File: config.mk
export PLATFORM = sky130hd
export DESIGN_NAME = pci_target_ctl
export DESIGN_NICKNAME = d
export VERILOG_FILES = /design/src/rtl/pci_tgt_pkg.sv /design/src/rtl/pci_tgt_dp.sv /design/src/rtl/pci_tgt_ctrl.sv /design/src/rtl/pci_target_ctl.sv
export SDC_FILE = /design/constraint.sdc
export NUM_CORES = 1
export LEC_CHECK = 0
export BUFFER_PORTS_ARGS = -buffer_cell sky130_fd_sc_hd__buf_2
export CELL_PAD_IN_SITES_DETAIL_PLACEMENT = 1
export CELL_PAD_IN_SITES_GLOBAL_PLACEMENT = 1
export CORE_MARGIN = 2
export CORE_UTILIZATION = 35
export DETAILED_ROUTE_END_ITERATION = 8
export HOLD_SLACK_MARGIN = 0.05
export PLACE_DENSITY_LB_ADDON = 0.1
export RECOVER_POWER = 50
export SYNTH_ARGS = -nofsm -noshare
export SYNTH_HDL_FRONTEND = slang
export SYNTH_HIERARCHICAL = 1
export SYNTH_SLANG_ARGS = --single-unit
File: constraint.sdc
create_clock -name clk -period 2.2 [get_ports clk]
set_input_delay 0 -clock clk [delete_from_list [all_inputs] [get_ports clk]]
set_output_delay 0 -clock clk [all_outputs]
set_load 0.02 [all_outputs]
File: src/rtl/pci_tgt_pkg.sv
package pci_tgt_pkg;

  typedef enum logic [1:0] {
    SPACE_CFG = 2'd0,
    SPACE_IO  = 2'd1,
    SPACE_MEM = 2'd2
  } space_e;

  localparam logic [3:0] CMD_IO_RD  = 4'b0010;
  localparam logic [3:0] CMD_IO_WR  = 4'b0011;
  localparam logic [3:0] CMD_MEM_RD = 4'b0110;
  localparam logic [3:0] CMD_MEM_WR = 4'b0111;
  localparam logic [3:0] CMD_CFG_RD = 4'b1010;
  localparam logic [3:0] CMD_CFG_WR = 4'b1011;

  // strobes from the control FSM to the datapath
  typedef struct packed {
    logic capAddr;     // latch address phase
    logic chkAddrPar;  // compare address parity
    logic capData;     // latch byte enables / write data
    logic capRead;     // latch read data and drive AD
    logic endPhase;    // data phase finished, release AD
    logic chkDataPar;  // compare write data parity
  } ctl_strb_t;

  function automatic logic evenPar(logic [31:0] d, logic [3:0] c);
    return ^{d, c};
  endfunction

endpackage

File: src/rtl/pci_tgt_dp.sv
module pci_tgt_dp
  import pci_tgt_pkg::*;
#(
  parameter int IO_AW  = 4,
  parameter int MEM_AW = 12
) (
  input  logic                clk,
  input  logic                rstN,
  input  logic [31:0]         adIn,
  input  logic [3:0]          cbeN,
  input  logic                parIn,
  input  logic                idsel,
  input  logic                dualFunc,
  input  logic [1:0]          laneSel,
  input  logic [31:IO_AW]     ioBase,
  input  logic [31:MEM_AW]    memBase,
  input  ctl_strb_t           ctl,
  output logic                hit,
  output logic                isWrite,
  output logic                qualNow,
  output logic [MEM_AW-3:0]   regAddr,
  output logic [1:0]          regSpace,
  output logic [3:0]          regBe,
  output logic [31:0]         regWdata,
  input  logic [31:0]         regRdata,
  output logic [31:0]         adOut,
  output logic                adOe,
  output logic                parOut,
  output logic                parOe,
  output logic                serrN,
  output logic                perrN
);

  localparam int REG_AW = MEM_AW - 2;

  logic [31:0] addrQ;
  logic [3:0]  cmdQ;
  logic        idselQ;
  logic [3:0]  beQ;
  logic [31:0] wdataQ;
  logic        qualQ;
  logic        pendPerr;

  logic        isCfg, isIo, isMem;
  logic        cfgHit, ioHit, memHit;
  logic [2:0]  funcNum;
  space_e      spaceC;
  logic [REG_AW-1:0] regAddrC;
  logic [3:0]  liveBe;

  assign funcNum = addrQ[10:8];
  assign liveBe  = ~cbeN;
  assign isCfg   = (cmdQ == CMD_CFG_RD) || (cmdQ == CMD_CFG_WR);
  assign isIo    = (cmdQ == CMD_IO_RD)  || (cmdQ == CMD_IO_WR);
  assign isMem   = (cmdQ == CMD_MEM_RD) || (cmdQ == CMD_MEM_WR);

  assign cfgHit = isCfg && idselQ && (addrQ[1:0] == 2'b00) &&
                  ((funcNum == 3'd0) || ((funcNum == 3'd1) && dualFunc));
  assign ioHit  = isIo  && (addrQ[31:IO_AW]  == ioBase);
  assign memHit = isMem && (addrQ[31:MEM_AW] == memBase);
  assign hit     = cfgHit || ioHit || memHit;
  assign isWrite = cmdQ[0];

  always_comb begin
    if (isCfg)     spaceC = SPACE_CFG;
    else if (isIo) spaceC = SPACE_IO;
    else           spaceC = SPACE_MEM;
  end

  // byte-lane qualification against the live byte enables
  always_comb begin
    unique case (spaceC)
      SPACE_CFG: qualNow = 1'b1;
      SPACE_IO:  qualNow = (liveBe == (4'b0001 << addrQ[1:0]));
      default:   qualNow = (liveBe == (4'b0001 << laneSel));
    endcase
  end

  always_comb begin
    regAddrC = '0;
    unique case (spaceC)
      SPACE_CFG: regAddrC[6:0] = {addrQ[8], addrQ[7:2]};
      SPACE_IO:  regAddrC[IO_AW-1:0] = addrQ[IO_AW-1:0];
      default:   regAddrC = addrQ[MEM_AW-1:2];
    endcase
  end

  assign regAddr  = regAddrC;
  assign regSpace = spaceC;
  assign regBe    = beQ;
  assign regWdata = wdataQ;

  always_ff @(posedge clk or negedge rstN) begin
    if (!rstN) begin
      addrQ    <= '0;
      cmdQ     <= '0;
      idselQ   <= 1'b0;
      beQ      <= '0;
      wdataQ   <= '0;
      qualQ    <= 1'b0;
      pendPerr <= 1'b0;
      adOut    <= '0;
      adOe     <= 1'b0;
      parOut   <= 1'b0;
      parOe    <= 1'b0;
      serrN    <= 1'b1;
      perrN    <= 1'b1;
    end else begin
      serrN <= 1'b1;
      perrN <= 1'b1;
      if (ctl.capAddr) begin
        addrQ  <= adIn;
        cmdQ   <= cbeN;
        idselQ <= idsel;
      end
      if (ctl.chkAddrPar && (evenPar(addrQ, cmdQ) != parIn)) serrN <= 1'b0;
      if (ctl.capData) begin
        beQ    <= liveBe;
        wdataQ <= adIn;
        qualQ  <= qualNow;
      end
      if (ctl.capRead) begin
        adOut <= qualQ ? regRdata : '0;
        adOe  <= 1'b1;
      end
      if (ctl.endPhase) begin
        adOe     <= 1'b0;
        parOe    <= !isWrite;
        parOut   <= evenPar(adOut, ~beQ);
        pendPerr <= isWrite;
      end
      if (ctl.chkDataPar) begin
        parOe    <= 1'b0;
        pendPerr <= 1'b0;
        if (pendPerr && (evenPar(wdataQ, ~beQ) != parIn)) perrN <= 1'b0;
      end
    end
  end

endmodule

File: src/rtl/pci_tgt_ctrl.sv
module pci_tgt_ctrl
  import pci_tgt_pkg::*;
(
  input  logic      clk,
  input  logic      rstN,
  input  logic      frameN,
  input  logic      irdyN,
  input  logic      cfgLoadBusy,
  input  logic      hit,
  input  logic      isWrite,
  input  logic      qualNow,
  output ctl_strb_t ctl,
  output logic      devselN,
  output logic      trdyN,
  output logic      stopN,
  output logic      ctrlOe,
  output logic      regRd,
  output logic      regWr
);

  typedef enum logic [2:0] {
    ST_IDLE, ST_DEC, ST_CLM, ST_XFER, ST_STRB, ST_DONE, ST_TURN, ST_WAIT
  } state_e;

  state_e st;
  logic   okQ;   // high: data moved, low: retry

  always_comb begin
    ctl = '0;
    unique case (st)
      ST_IDLE: ctl.capAddr    = !frameN;
      ST_DEC:  ctl.chkAddrPar = 1'b1;
      ST_CLM:  ctl.capData    = !irdyN && !cfgLoadBusy;
      ST_XFER: ctl.capData    = !irdyN;
      ST_STRB: ctl.capRead    = !isWrite;
      ST_DONE: ctl.endPhase   = frameN && okQ;
      ST_TURN: ctl.chkDataPar = 1'b1;
      default: ctl = '0;
    endcase
  end

  always_ff @(posedge clk or negedge rstN) begin
    if (!rstN) begin
      st      <= ST_IDLE;
      okQ     <= 1'b0;
      devselN <= 1'b1;
      trdyN   <= 1'b1;
      stopN   <= 1'b1;
      ctrlOe  <= 1'b0;
      regRd   <= 1'b0;
      regWr   <= 1'b0;
    end else begin
      unique case (st)
        ST_IDLE: if (!frameN) st <= ST_DEC;
        ST_DEC:  st <= hit ? ST_CLM : ST_WAIT;
        ST_CLM: begin
          devselN <= 1'b0;
          ctrlOe  <= 1'b1;
          if (cfgLoadBusy) begin
            stopN <= 1'b0;
            okQ   <= 1'b0;
            st    <= ST_DONE;
          end else if (!irdyN) begin
            regRd <= qualNow && !isWrite;
            regWr <= qualNow && isWrite;
            st    <= ST_STRB;
          end else begin
            st <= ST_XFER;
          end
        end
        ST_XFER: if (!irdyN) begin
          regRd <= qualNow && !isWrite;
          regWr <= qualNow && isWrite;
          st    <= ST_STRB;
        end
        ST_STRB: begin
          regRd <= 1'b0;
          regWr <= 1'b0;
          trdyN <= 1'b0;
          stopN <= 1'b0;
          okQ   <= 1'b1;
          st    <= ST_DONE;
        end
        ST_DONE: if (frameN) begin
          devselN <= 1'b1;
          trdyN   <= 1'b1;
          stopN   <= 1'b1;
          st      <= ST_TURN;
        end
        ST_TURN: begin
          ctrlOe <= 1'b0;
          st     <= ST_IDLE;
        end
        ST_WAIT: if (frameN && irdyN) st <= ST_IDLE;
        default: st <= ST_IDLE;
      endcase
    end
  end

endmodule

File: src/rtl/pci_target_ctl.sv
module pci_target_ctl
  import pci_tgt_pkg::*;
#(
  parameter int IO_AW  = 4,
  parameter int MEM_AW = 12
) (
  input  logic                clk,
  input  logic                rstN,
  input  logic [31:0]         adIn,
  output logic [31:0]         adOut,
  output logic                adOe,
  input  logic [3:0]          cbeN,
  input  logic                parIn,
  output logic                parOut,
  output logic                parOe,
  input  logic                frameN,
  input  logic                irdyN,
  input  logic                idsel,
  output logic                devselN,
  output logic                trdyN,
  output logic                stopN,
  output logic                ctrlOe,
  output logic                serrN,
  output logic                perrN,
  input  logic                dualFunc,
  input  logic                cfgLoadBusy,
  input  logic [1:0]          laneSel,
  input  logic [31:IO_AW]     ioBase,
  input  logic [31:MEM_AW]    memBase,
  output logic [MEM_AW-3:0]   regAddr,
  output logic [1:0]          regSpace,
  output logic [3:0]          regBe,
  output logic [31:0]         regWdata,
  output logic                regRd,
  output logic                regWr,
  input  logic [31:0]         regRdata
);

  ctl_strb_t ctl;
  logic      hit, isWrite, qualNow;

  pci_tgt_ctrl u_ctrl (
    .clk, .rstN, .frameN, .irdyN, .cfgLoadBusy,
    .hit, .isWrite, .qualNow, .ctl,
    .devselN, .trdyN, .stopN, .ctrlOe, .regRd, .regWr
  );

  pci_tgt_dp #(.IO_AW(IO_AW), .MEM_AW(MEM_AW)) u_dp (
    .clk, .rstN, .adIn, .cbeN, .parIn, .idsel, .dualFunc, .laneSel,
    .ioBase, .memBase, .ctl, .hit, .isWrite, .qualNow,
    .regAddr, .regSpace, .regBe, .regWdata, .regRdata,
    .adOut, .adOe, .parOut, .parOe, .serrN, .perrN
  );

endmodule

==> impl_metrics.toml, run 1 <==
[clock_tree]
clkTransAtPathRegs_ps = 60
cts_tree = "yes"
htreeDepth = 4
insertion_delay_ps = 420
numCtsBuffers = 17
cts_buffer_depth = 2
cts-root-buf = "clkbuf_16"
cts.sinks = 122

[die]
rows = 50
dieArea_sq_um = 19900
start_util_pct = 35.4
core-area_sq_um = 18600
io_pins = 217
chipWidth_microns = 141
dieHeight_microns = 141

[global_route]
grt_max_degree = 66
grt_pass1_vias = 6124
grt.total_usage_pct = 21.6
antenna_found_initial = 1
grt_first_pass_wirelength_microns = 33300
gr-total-overflow = 0

[critical_path]
worstPathArrival_ps = 2460
crit_top_cell = "mux2i_1"
critPathKind = "reg -> reg"
slowest_stage = "or4b_1"
required_ps = 2540
cp_max_fo = 4
critPathMaxStageDelay_ps = 450
critPathCaptureType = "flip-flop"
rr_worst_depth = 10
worst-path-stages = 10
critPathLaunchType = "flip-flop"
cp_num_buf_inv = 1
path_cells = "inv_2 > ha_4 > o21ai_4 > nor2_4 > mux2i_1 > or4b_1 > a31o_1 > nand3_2 > nand2b_1 > mux2i_1"
cp_top_family = "simple AND/OR/NAND/NOR gates"

[outcome]
status = "complete, no violations"

[route]
wl_per_cell_microns = 18.0
vias = 5471
dr.pass1.iters = 6
wl_microns = 20800
drt_iter0_markers = 224
drtAntennaViolNets = 0
detail_route.vias_per_cell = 4.74
drc = 0

[logic_synthesis]
ys_ff_latch = 122
synth-async-reset-ratio_pct = 100
synth_nets = 731
synthCells = 597
ys.flop_type = "dfrtp_1"
synth-edff-count = 0
netlist_area_sq_um = 6570
synth_warnings = 6
avgSynthCellArea_sq_um = 11.0
synth_cell_types = 46
synth_seq_area_share_pct = 46.6

[timing]
final-max-slew-violation-count = 0
setup_violations = 0
maxClockFrequency_mhz = 470
worstMarginPinSlew_ps = 1030
hold_ws_ps = 240
period_share_pct = 96.7
worst_slew_margin_rel_pct = 31.4
fin_crit_ps = 2130
rsz0062_at_grt = "yes"
clock_skew_ps = 11.4
hold_violations = 0

[power]
total_power_mw = 18.2
max-vdd-ir-drop_mv = 1.00
p_leak_nw = 4.17
power.density_cell_area_nw_per_um2 = 1930

[finish]
drive_gt1_share_pct = 35.1
syn2layout_area_growth_pct = 43.6
fin_util_pct = 50.8
layout.nets = 1041

[placement]
dpl.hpwl_microns = 15200
io_buffers = 216
gp_congestion = 0.815

[hold_path]
hold_path_class = "in -> reg"
holdPathStages = 5

[flow_run]
max-cap-violations = 0
-- per-stage QoR --
| step | TNS, ps | cells | cell area, sq um | worst slack (ps) |
|---|---|---|---|---|
| CTS | 0 | 1152 | 9450 | 3.99 |
| finish | 0 | 1155 | 9430 | 73.6 |
| floorplan | 0 | 597 | 6570 | 0.608 |
| global placement | 0 | 1042 | 8060 | 114 |
| global route | -62.6 | 1154 | 9430 | -34.7 |
| detailed placement | -24.4 | 1042 | 8060 | -13.7 |
-- cell usage after synthesis (all sizes together) (3+ instances only) --
cell    instances  area (sq um)
a21oi           5          25.0
and2            3          18.8
buf             9          47.6
clkbuf         15          56.3
dfrtp         117          2930
dfstp           5           131
ha              8           100
inv            47           176
mux2           66           743
mux2i           9          90.1
nand2          18          67.6
nand2b          5          31.3
nand3          38           190
nand4           7          43.8
nor2           13          56.3
nor3b           3          33.8
nor4           10          62.6
o21ai          48           244
xnor2         106           928
xnor3           3          67.6
xor2           36           315
-- layout by cell type, fill, tap and decap left out, types with 5 or more instances in the layout --
master	Yosys	layout
buf_2	2	171
dfrtp_1	117	116
xnor2_1	106	106
dlygate4sd3_1	0	74
mux2_2	66	66
o21ai_0	47	47
clkbuf_1	15	44
inv_1	47	44
nand3_1	38	37
xor2_1	36	36
buf_4	1	20
nand2_1	18	18
clkbuf_16	0	17
nor2_1	12	11
mux2i_1	9	9
nand4_1	7	7
nand2b_1	5	5
nor4_2	0	5
a21oi_1	5	5
dfstp_2	5	5
nor4_1	10	5
-- report_power, final --
| group | internal [mW] | switching [mW] |
|---|---|---|
| combinational | 5.46 | 5.38 |
| sequential | 3.34 | 1.22 |
| clock | 1.69 | 1.11 |
-- timing repair --
| action | in CTS | in global routing |
|---|---|---|
| pin swaps | 3 | 6 |
| hold buffers | 74 | 0 |
| hold endpoints to repair | 178 | 0 |
| gates resized for setup | 7 | 10 |
| setup buffers | 4 | 3 |
| cloned | 0 | 0 |
| endpoints found under the setup margin | 2 | 8 |
-- tightest hold or removal path: stages --
cell     delay (ps)
buf_2           100
mux2i_1         100
buf_4           160
nand3_1         130
a41oi_2         120
-- cell families after synthesis --
family                   after synthesis  share of synthesized area, %
AO/OA/AOI/OAI                         65                          5.77
XOR/XNOR                             145                          20.0
adder cells (fa/ha/maj)                8                          1.52
buffers and inverters                 71                          4.27
flip-flops                           122                          46.6
multiplexers                          75                          12.7
AND/OR/NAND/NOR                      111                          9.22
-- worst paths after layout --
kind                               start            end  slack, ps
hold / removal                laneSel[0]     u_dp/qualQ        240
setup reg to reg            u_dp/cmdQ[0]   u_ctrl/regRd         70
max in group asynchronous           rstN     u_ctrl/okQ        390
min in group asynchronous           rstN  u_dp/adOut[5]        290
setup / recovery            u_dp/cmdQ[0]   u_ctrl/regRd         70
hold reg to reg            u_dp/pendPerr     u_dp/perrN        450
-- cell type report --
type | count | area [sq um]
Clock inverter | 15 | 168
Inverter | 47 | 176
Timing Repair Buffer | 315 | 1990
Fill cell | 2104 | 9150
Sequential cell | 122 | 3060
Antenna cell | 1 | 2.50
Clock buffer | 17 | 425
Tap cell | 234 | 293
Multi-Input combinational cell | 404 | 3320
-- metal layers --
| layer | up-vias | global-route usage (%) | routed length [microns] |
|---|---|---|---|
| li1 | 2633 | - | - |
| met1 | 2677 | 26.5 | 9040 |
| met2 | 148 | 38.4 | 10600 |
| met3 | 13 | 5.50 | 980 |
| met4 | 0 | 4.84 | 184 |
| met5 | - | 0 | 0 |
-- state kept, by name (all words and copies together) (netlist names) --
signal          cells
u_ctrl/regRd        1
u_ctrl/trdyN        1
u_dp/adOe           1
u_dp/pendPerr       1
u_ctrl/okQ          1
u_dp/idselQ         1
u_dp/regWdata      32
u_dp/parOut         1
u_ctrl/stopN        1
u_ctrl/devselN      1
u_dp/qualQ          1
u_ctrl/st           3
u_dp/cmdQ           4
u_dp/adOut         32
u_dp/addrQ         32
u_dp/parOe          1
u_ctrl/ctrlOe       1
u_dp/serrN          1
u_ctrl/regWr        1
u_dp/perrN          1
u_dp/regBe          4
(Power assumes the default switching activity.)
==> inputs of run 2 (changes only) <==
==> constraint.sdc (replaced) <==
create_clock -name clk -period 2.2 [get_ports clk]
set_input_delay 0 -clock clk [delete_from_list [all_inputs] [get_ports clk]]
set_output_delay 0 -clock clk [all_outputs]
set_load 0.01 [all_outputs]
==> impl_metrics.toml, run 2 (synthesis results as in run 1) <==
[clock_tree]
cts_buffer_depth = 2
numCtsBuffers = 17
insertion_delay_ps = 420
clkTransAtPathRegs_ps = 60
cts-root-buf = "clkbuf_16"
htreeDepth = 4
cts_tree = "yes"
cts.sinks = 122

[die]
core-area_sq_um = 18600
io_pins = 217
chipWidth_microns = 141
dieHeight_microns = 141
dieArea_sq_um = 19900
start_util_pct = 35.4
rows = 50

[timing]
hold_violations = 0
worst_slew_margin_rel_pct = 30.8
fin_tns_setup_ps = 0
clock_skew_ps = 10.9
final-max-slew-violation-count = 0
maxClockFrequency_mhz = 463
rsz0062_at_grt = "yes"
period_share_pct = 98.2
fin_crit_ps = 2160
setup_violations = 0
hold_ws_ps = 209
worstMarginPinSlew_ps = 1040

[critical_path]
r2r-start = "u_dp/cmdQ[0]"
critPathCaptureType = "output port"
required_ps = 2200
r2r_end = "u_ctrl/regRd"
critPathLaunchType = "flip-flop"
worstPathArrival_ps = 2160
cp_max_fo = 8
regToRegSetupSlack_ps = 60
rr_worst_depth = 10
critPathKind = "reg -> out"

[finish]
drive_gt1_share_pct = 35.0
n_fill_cell = 2094
final_common_cell = "buf_2"
syn2layout_area_growth_pct = 43.2
final_cell_area_sq_um = 9400
fin_cells = 1154
layout_common_cells = "buf_2, dfrtp_1, xnor2_1"
layout.nets = 1040

[route]
dr.pass1.iters = 4
drc = 0
wl_microns = 21000
vias = 5543
drtAntennaViolNets = 0
drt_iter0_markers = 191
wl_per_cell_microns = 18.2
detail_route.vias_per_cell = 4.80

[placement]
gp_congestion = 0.815
dpl.hpwl_microns = 15200
io_buffers = 216
placed_cells = 1041
dpl_cell_area_sq_um = 8050

[power]
p_sw_mw = 7.10
p_leak_nw = 4.17
power.internal_mw = 10.5
p_clk_share_pct = 16.0
power.density_cell_area_nw_per_um2 = 1870
total_power_mw = 17.6
p_comb_share_pct = 58.1
seqPwrFrac_pct = 25.9
max-vdd-ir-drop_mv = 0.841
switching_share_pct = 40.4

[flow_run]
max-cap-violations = 0

[global_route]
gr-total-overflow = 0
grt_first_pass_wirelength_microns = 33200
grt_max_degree = 66
grt_pass1_vias = 6139
grt.total_usage_pct = 21.6
antenna_found_initial = 2

[outcome]
status = "complete, no violations"

[hold_path]
hold_path_class = "in -> reg"
min_from = "laneSel[0]"
holdPathStages = 5
hold_path_end = "u_dp/qualQ"
run 2: what timing repair did:
action	in CTS	in global routing
setup endpoints to repair	2	7
resized for setup	6	8
pin swaps	4	7
hold buffers	73	0
buffers inserted	5	2
hold endpoints to repair	179	0
run 2: power by group through the flow:
| stage | registers (mW) | logic (mW) | clock network (mW) |
|---|---|---|---|
| floorplan | 4.62 | 7.08 | 0 |
| global placement | 4.49 | 9.86 | 0 |
| detailed placement | 4.58 | 10.1 | 0 |
| CTS | 4.56 | 10.3 | 2.88 |
| global route | 4.75 | 10.9 | 2.98 |
| finish | 4.55 | 10.2 | 2.81 |
run 2: cell type report:
| cell class | instances | area (sq um) | area share (%) |
|---|---|---|---|
| multi-input combinational | 404 | 3300 | 35.1 |
| sequential | 122 | 3060 | 32.5 |
| timing repair buffer | 314 | 1980 | 21.1 |
| clock buffer | 17 | 425 | 4.52 |
| tap | 234 | 293 | 3.11 |
| inverter | 47 | 176 | 1.88 |
| clock inverter | 15 | 165 | 1.76 |
| antenna | 1 | 2.50 | 0.0266 |
run 2: metrics by stage:
stage / worst slack [ps] / utilization [%]
6_report: 40.5 / 50.6
5_1_grt: -52.4 / 50.6
4_1_cts: 11.1 / 50.7
3_5_place_dp: 4.61 / 43.3
3_3_place_gp: 111 / 43.3
2_1_floorplan: 11.2 / -
run 2: worst max-delay path by stage:
stage / from / depth (start not counted) / end
after floorplan: u_dp/cmdQ[0] / 11 / u_ctrl/regRd
after global placement: u_dp/cmdQ[0] / 10 / u_ctrl/regRd
after detailed placement: u_dp/cmdQ[3] / 10 / u_ctrl/regRd
after CTS: u_dp/cmdQ[0] / 10 / u_ctrl/regRd
after global routing: u_dp/cmdQ[1] / 9 / u_ctrl/regRd
final: u_dp/cmdQ[1] / 8 / regAddr[3]
run 2: critical path, cell delays in order (launching register included):
cell     delay (ps)
dfrtp_2         440
ha_2            210
o21ai_4         190
nor2_4           60
buf_4           130
buf_4           130
buf_4           160
mux2_2          270
buf_2           140
run 2: routing by layer:
metal | wire length (microns) | track usage, % | vias to the layer above
met1 | 8940 | 26.3 | 2737
met4 | 238 | 4.84 | 2
li1 | - | - | 2634
met3 | 1030 | 5.60 | 18
met5 | 13 | 0 | -
met2 | 10700 | 38.7 | 152
==> inputs of run 3 (changes only) <==
--- a/config.mk
+++ b/config.mk
@@ -16,5 +16,4 @@
 export RECOVER_POWER = 50
 export SYNTH_ARGS = -nofsm -noshare
 export SYNTH_HDL_FRONTEND = slang
-export SYNTH_HIERARCHICAL = 1
 export SYNTH_SLANG_ARGS = --single-unit
==> impl_metrics.toml, run 3 <==
[finish]
fin_cells = 1148
syn2layout_area_growth_pct = 42.2
n_fill_cell = 2030
layout_common_cells = "buf_2, dfrtp_1, xnor2_1"
drive_gt1_share_pct = 33.3
final_cell_area_sq_um = 9270
fin_util_pct = 51.1
final_common_cell = "buf_2"
layout.nets = 1035

[logic_synthesis]
synth_cell_types = 47
synth_nets = 735
synth_seq_area_share_pct = 46.9
yosys.area.top_type = "dfrtp_1"
synth-edff-count = 0
ys.flop_type = "dfrtp_1"
synth_warnings = 0
yosysMostFrequentCell = "dfrtp_1"
yosysTopAreaCellShare_pct = 44.9
synthCells = 601
synthTopCellsByArea = "dfrtp_1, xnor2_1, mux2_2"
netlist_area_sq_um = 6520
synthTopCellsByCount = "dfrtp_1, xnor2_1, nand2_1, mux2_2, o21ai_0"
ys_ff_latch = 122
avgSynthCellArea_sq_um = 10.8
synth-async-reset-ratio_pct = 100

[timing]
fin_ws_ps = 109
hold_ws_ps = 206
fin_tns_setup_ps = 0
clock_skew_ps = 8.85
worst_slew_margin_rel_pct = 31.2
maxClockFrequency_mhz = 478
setup_violations = 0
worstMarginPinSlew_ps = 1030
period_share_pct = 95.0
final-max-slew-violation-count = 0
fin_crit_ps = 2090
hold_violations = 0

[placement]
dpl_cell_area_sq_um = 7920
io_buffers = 216
dpl.hpwl_microns = 15200
gp_congestion = 0.798
dp_slack_ps = -205
placed_cells = 1037

[route]
wl_per_cell_microns = 18.0
dr.pass1.iters = 4
drtAntennaViolNets = 0
wl_microns = 20600
vias = 5531
drt_iter0_markers = 206
detail_route.vias_per_cell = 4.82
drc = 0

[critical_path]
r2r_end = "u_ctrl.st[2]"
required_ps = 2480
rr_worst_depth = 7
critPathCaptureType = "flip-flop"
critPathKind = "reg -> reg"
endpoint = "u_ctrl.st[2]"
cp_max_fo = 4
r2r-start = "u_dp.cmdQ[2]"
worstPathArrival_ps = 2370
regToRegSetupSlack_ps = 110
crit_path_start = "u_dp.cmdQ[2]"
critPathLaunchType = "flip-flop"

[die]
io_pins = 217
core-area_sq_um = 18100
dieArea_sq_um = 19700
dieHeight_microns = 140
start_util_pct = 35.9
chipWidth_microns = 140
rows = 49

[global_route]
gr-total-overflow = 0
antenna_found_initial = 8
grt_max_degree = 66
grt_pass1_vias = 6054
grt.total_usage_pct = 21.2
grt_first_pass_wirelength_microns = 32400

[clock_tree]
htreeDepth = 4
numCtsBuffers = 17
cts-root-buf = "clkbuf_16"
cts.sinks = 122
cts_buffer_depth = 2
clkTransAtPathRegs_ps = 60
insertion_delay_ps = 420
cts_tree = "yes"

[power]
p_leak_nw = 4.09
max-vdd-ir-drop_mv = 0.896
power.density_cell_area_nw_per_um2 = 1910
total_power_mw = 17.7

[flow_run]
max-cap-violations = 0

[hold_path]
hold_path_class = "in -> reg"

[outcome]
status = "complete, no violations"
==> run 3: changes by cell type after synthesis, moves of 6 or more <==
cell and delta:
inv_1 -36, nand2_1 +67, mux2i_1 -6, o21ai_0 +7, nand3_1 -33
==> run 3: what timing repair did <==
action                                  4_1_cts  5_1_grt
resized for setup                             3        8
setup buffers                                 0        1
hold buffers                                 73        0
pin swaps                                     0        2
hold endpoints to repair                    144        0
endpoints found under the setup margin        2        6
==> run 3: how the worst min path moves through the flow <==
stage,depth (start not counted),endpoint,startpoint,slack [ps]
finish,5,u_ctrl.st[0],dualFunc,210
global route,5,u_ctrl.st[0],dualFunc,240
CTS,2,u_dp.adOut[20],rstN,130
detailed placement,1,u_dp.adOut[20],rstN,20
global placement,1,u_dp.adOut[20],rstN,3
floorplan,0,u_ctrl.ctrlOe,rstN,-300
==> run 3: worst max-delay path, cell delays in order (launching register included) <==
cell and delay [ps]:
dfrtp_1 390, inv_1 100, ha_2 200, o21ai_2 90, or4_2 700, nor4_2 210
or4_4 190, a22oi_1 80
==> run 3: layout make-up <==
type / instances / area [sq um] / area share, %
Tap cell: 229 / 287 / 3.09
Clock inverter: 13 / 168 / 1.81
Clock buffer: 19 / 453 / 4.89
Sequential cell: 122 / 3060 / 33.0
Multi-Input combinational cell: 442 / 3340 / 36.1
Timing Repair Buffer: 307 / 1910 / 20.6
Inverter: 11 / 41.3 / 0.445
Antenna cell: 5 / 12.5 / 0.135
==> run 3: per-layer routing <==
layer | wire [microns] | global-route usage, %
met4 | 307 | 5.95
met2 | 10400 | 36.7
met3 | 1200 | 6.05
met5 | 37 | 0
met1 | 8680 | 25.8
==> run 3: cell families (layout without fill, tap and decap cells) <==
kind of cell / Yosys count / in the layout / synth area share, %
AND/OR/NAND/NOR: 142 / 142 / 10.1
AO/OA/AOI/OAI: 79 / 79 / 7.05
multiplexers: 68 / 68 / 11.7
adder cells (fa/ha/maj): 8 / 8 / 1.54
other: 0 / 5 / 0
XOR/XNOR: 145 / 145 / 20.1
buffers and inverters: 37 / 350 / 2.55
flip-flops: 122 / 122 / 46.9
==> run 3: power by group <==
part / switching [mW] / leakage, nW / total [mW] / internal, mW
clock network: 1.08 / 0.300 / 2.93 / 1.85
logic: 4.75 / 2.27 / 10.1 / 5.37
registers: 1.26 / 1.52 / 4.63 / 3.37
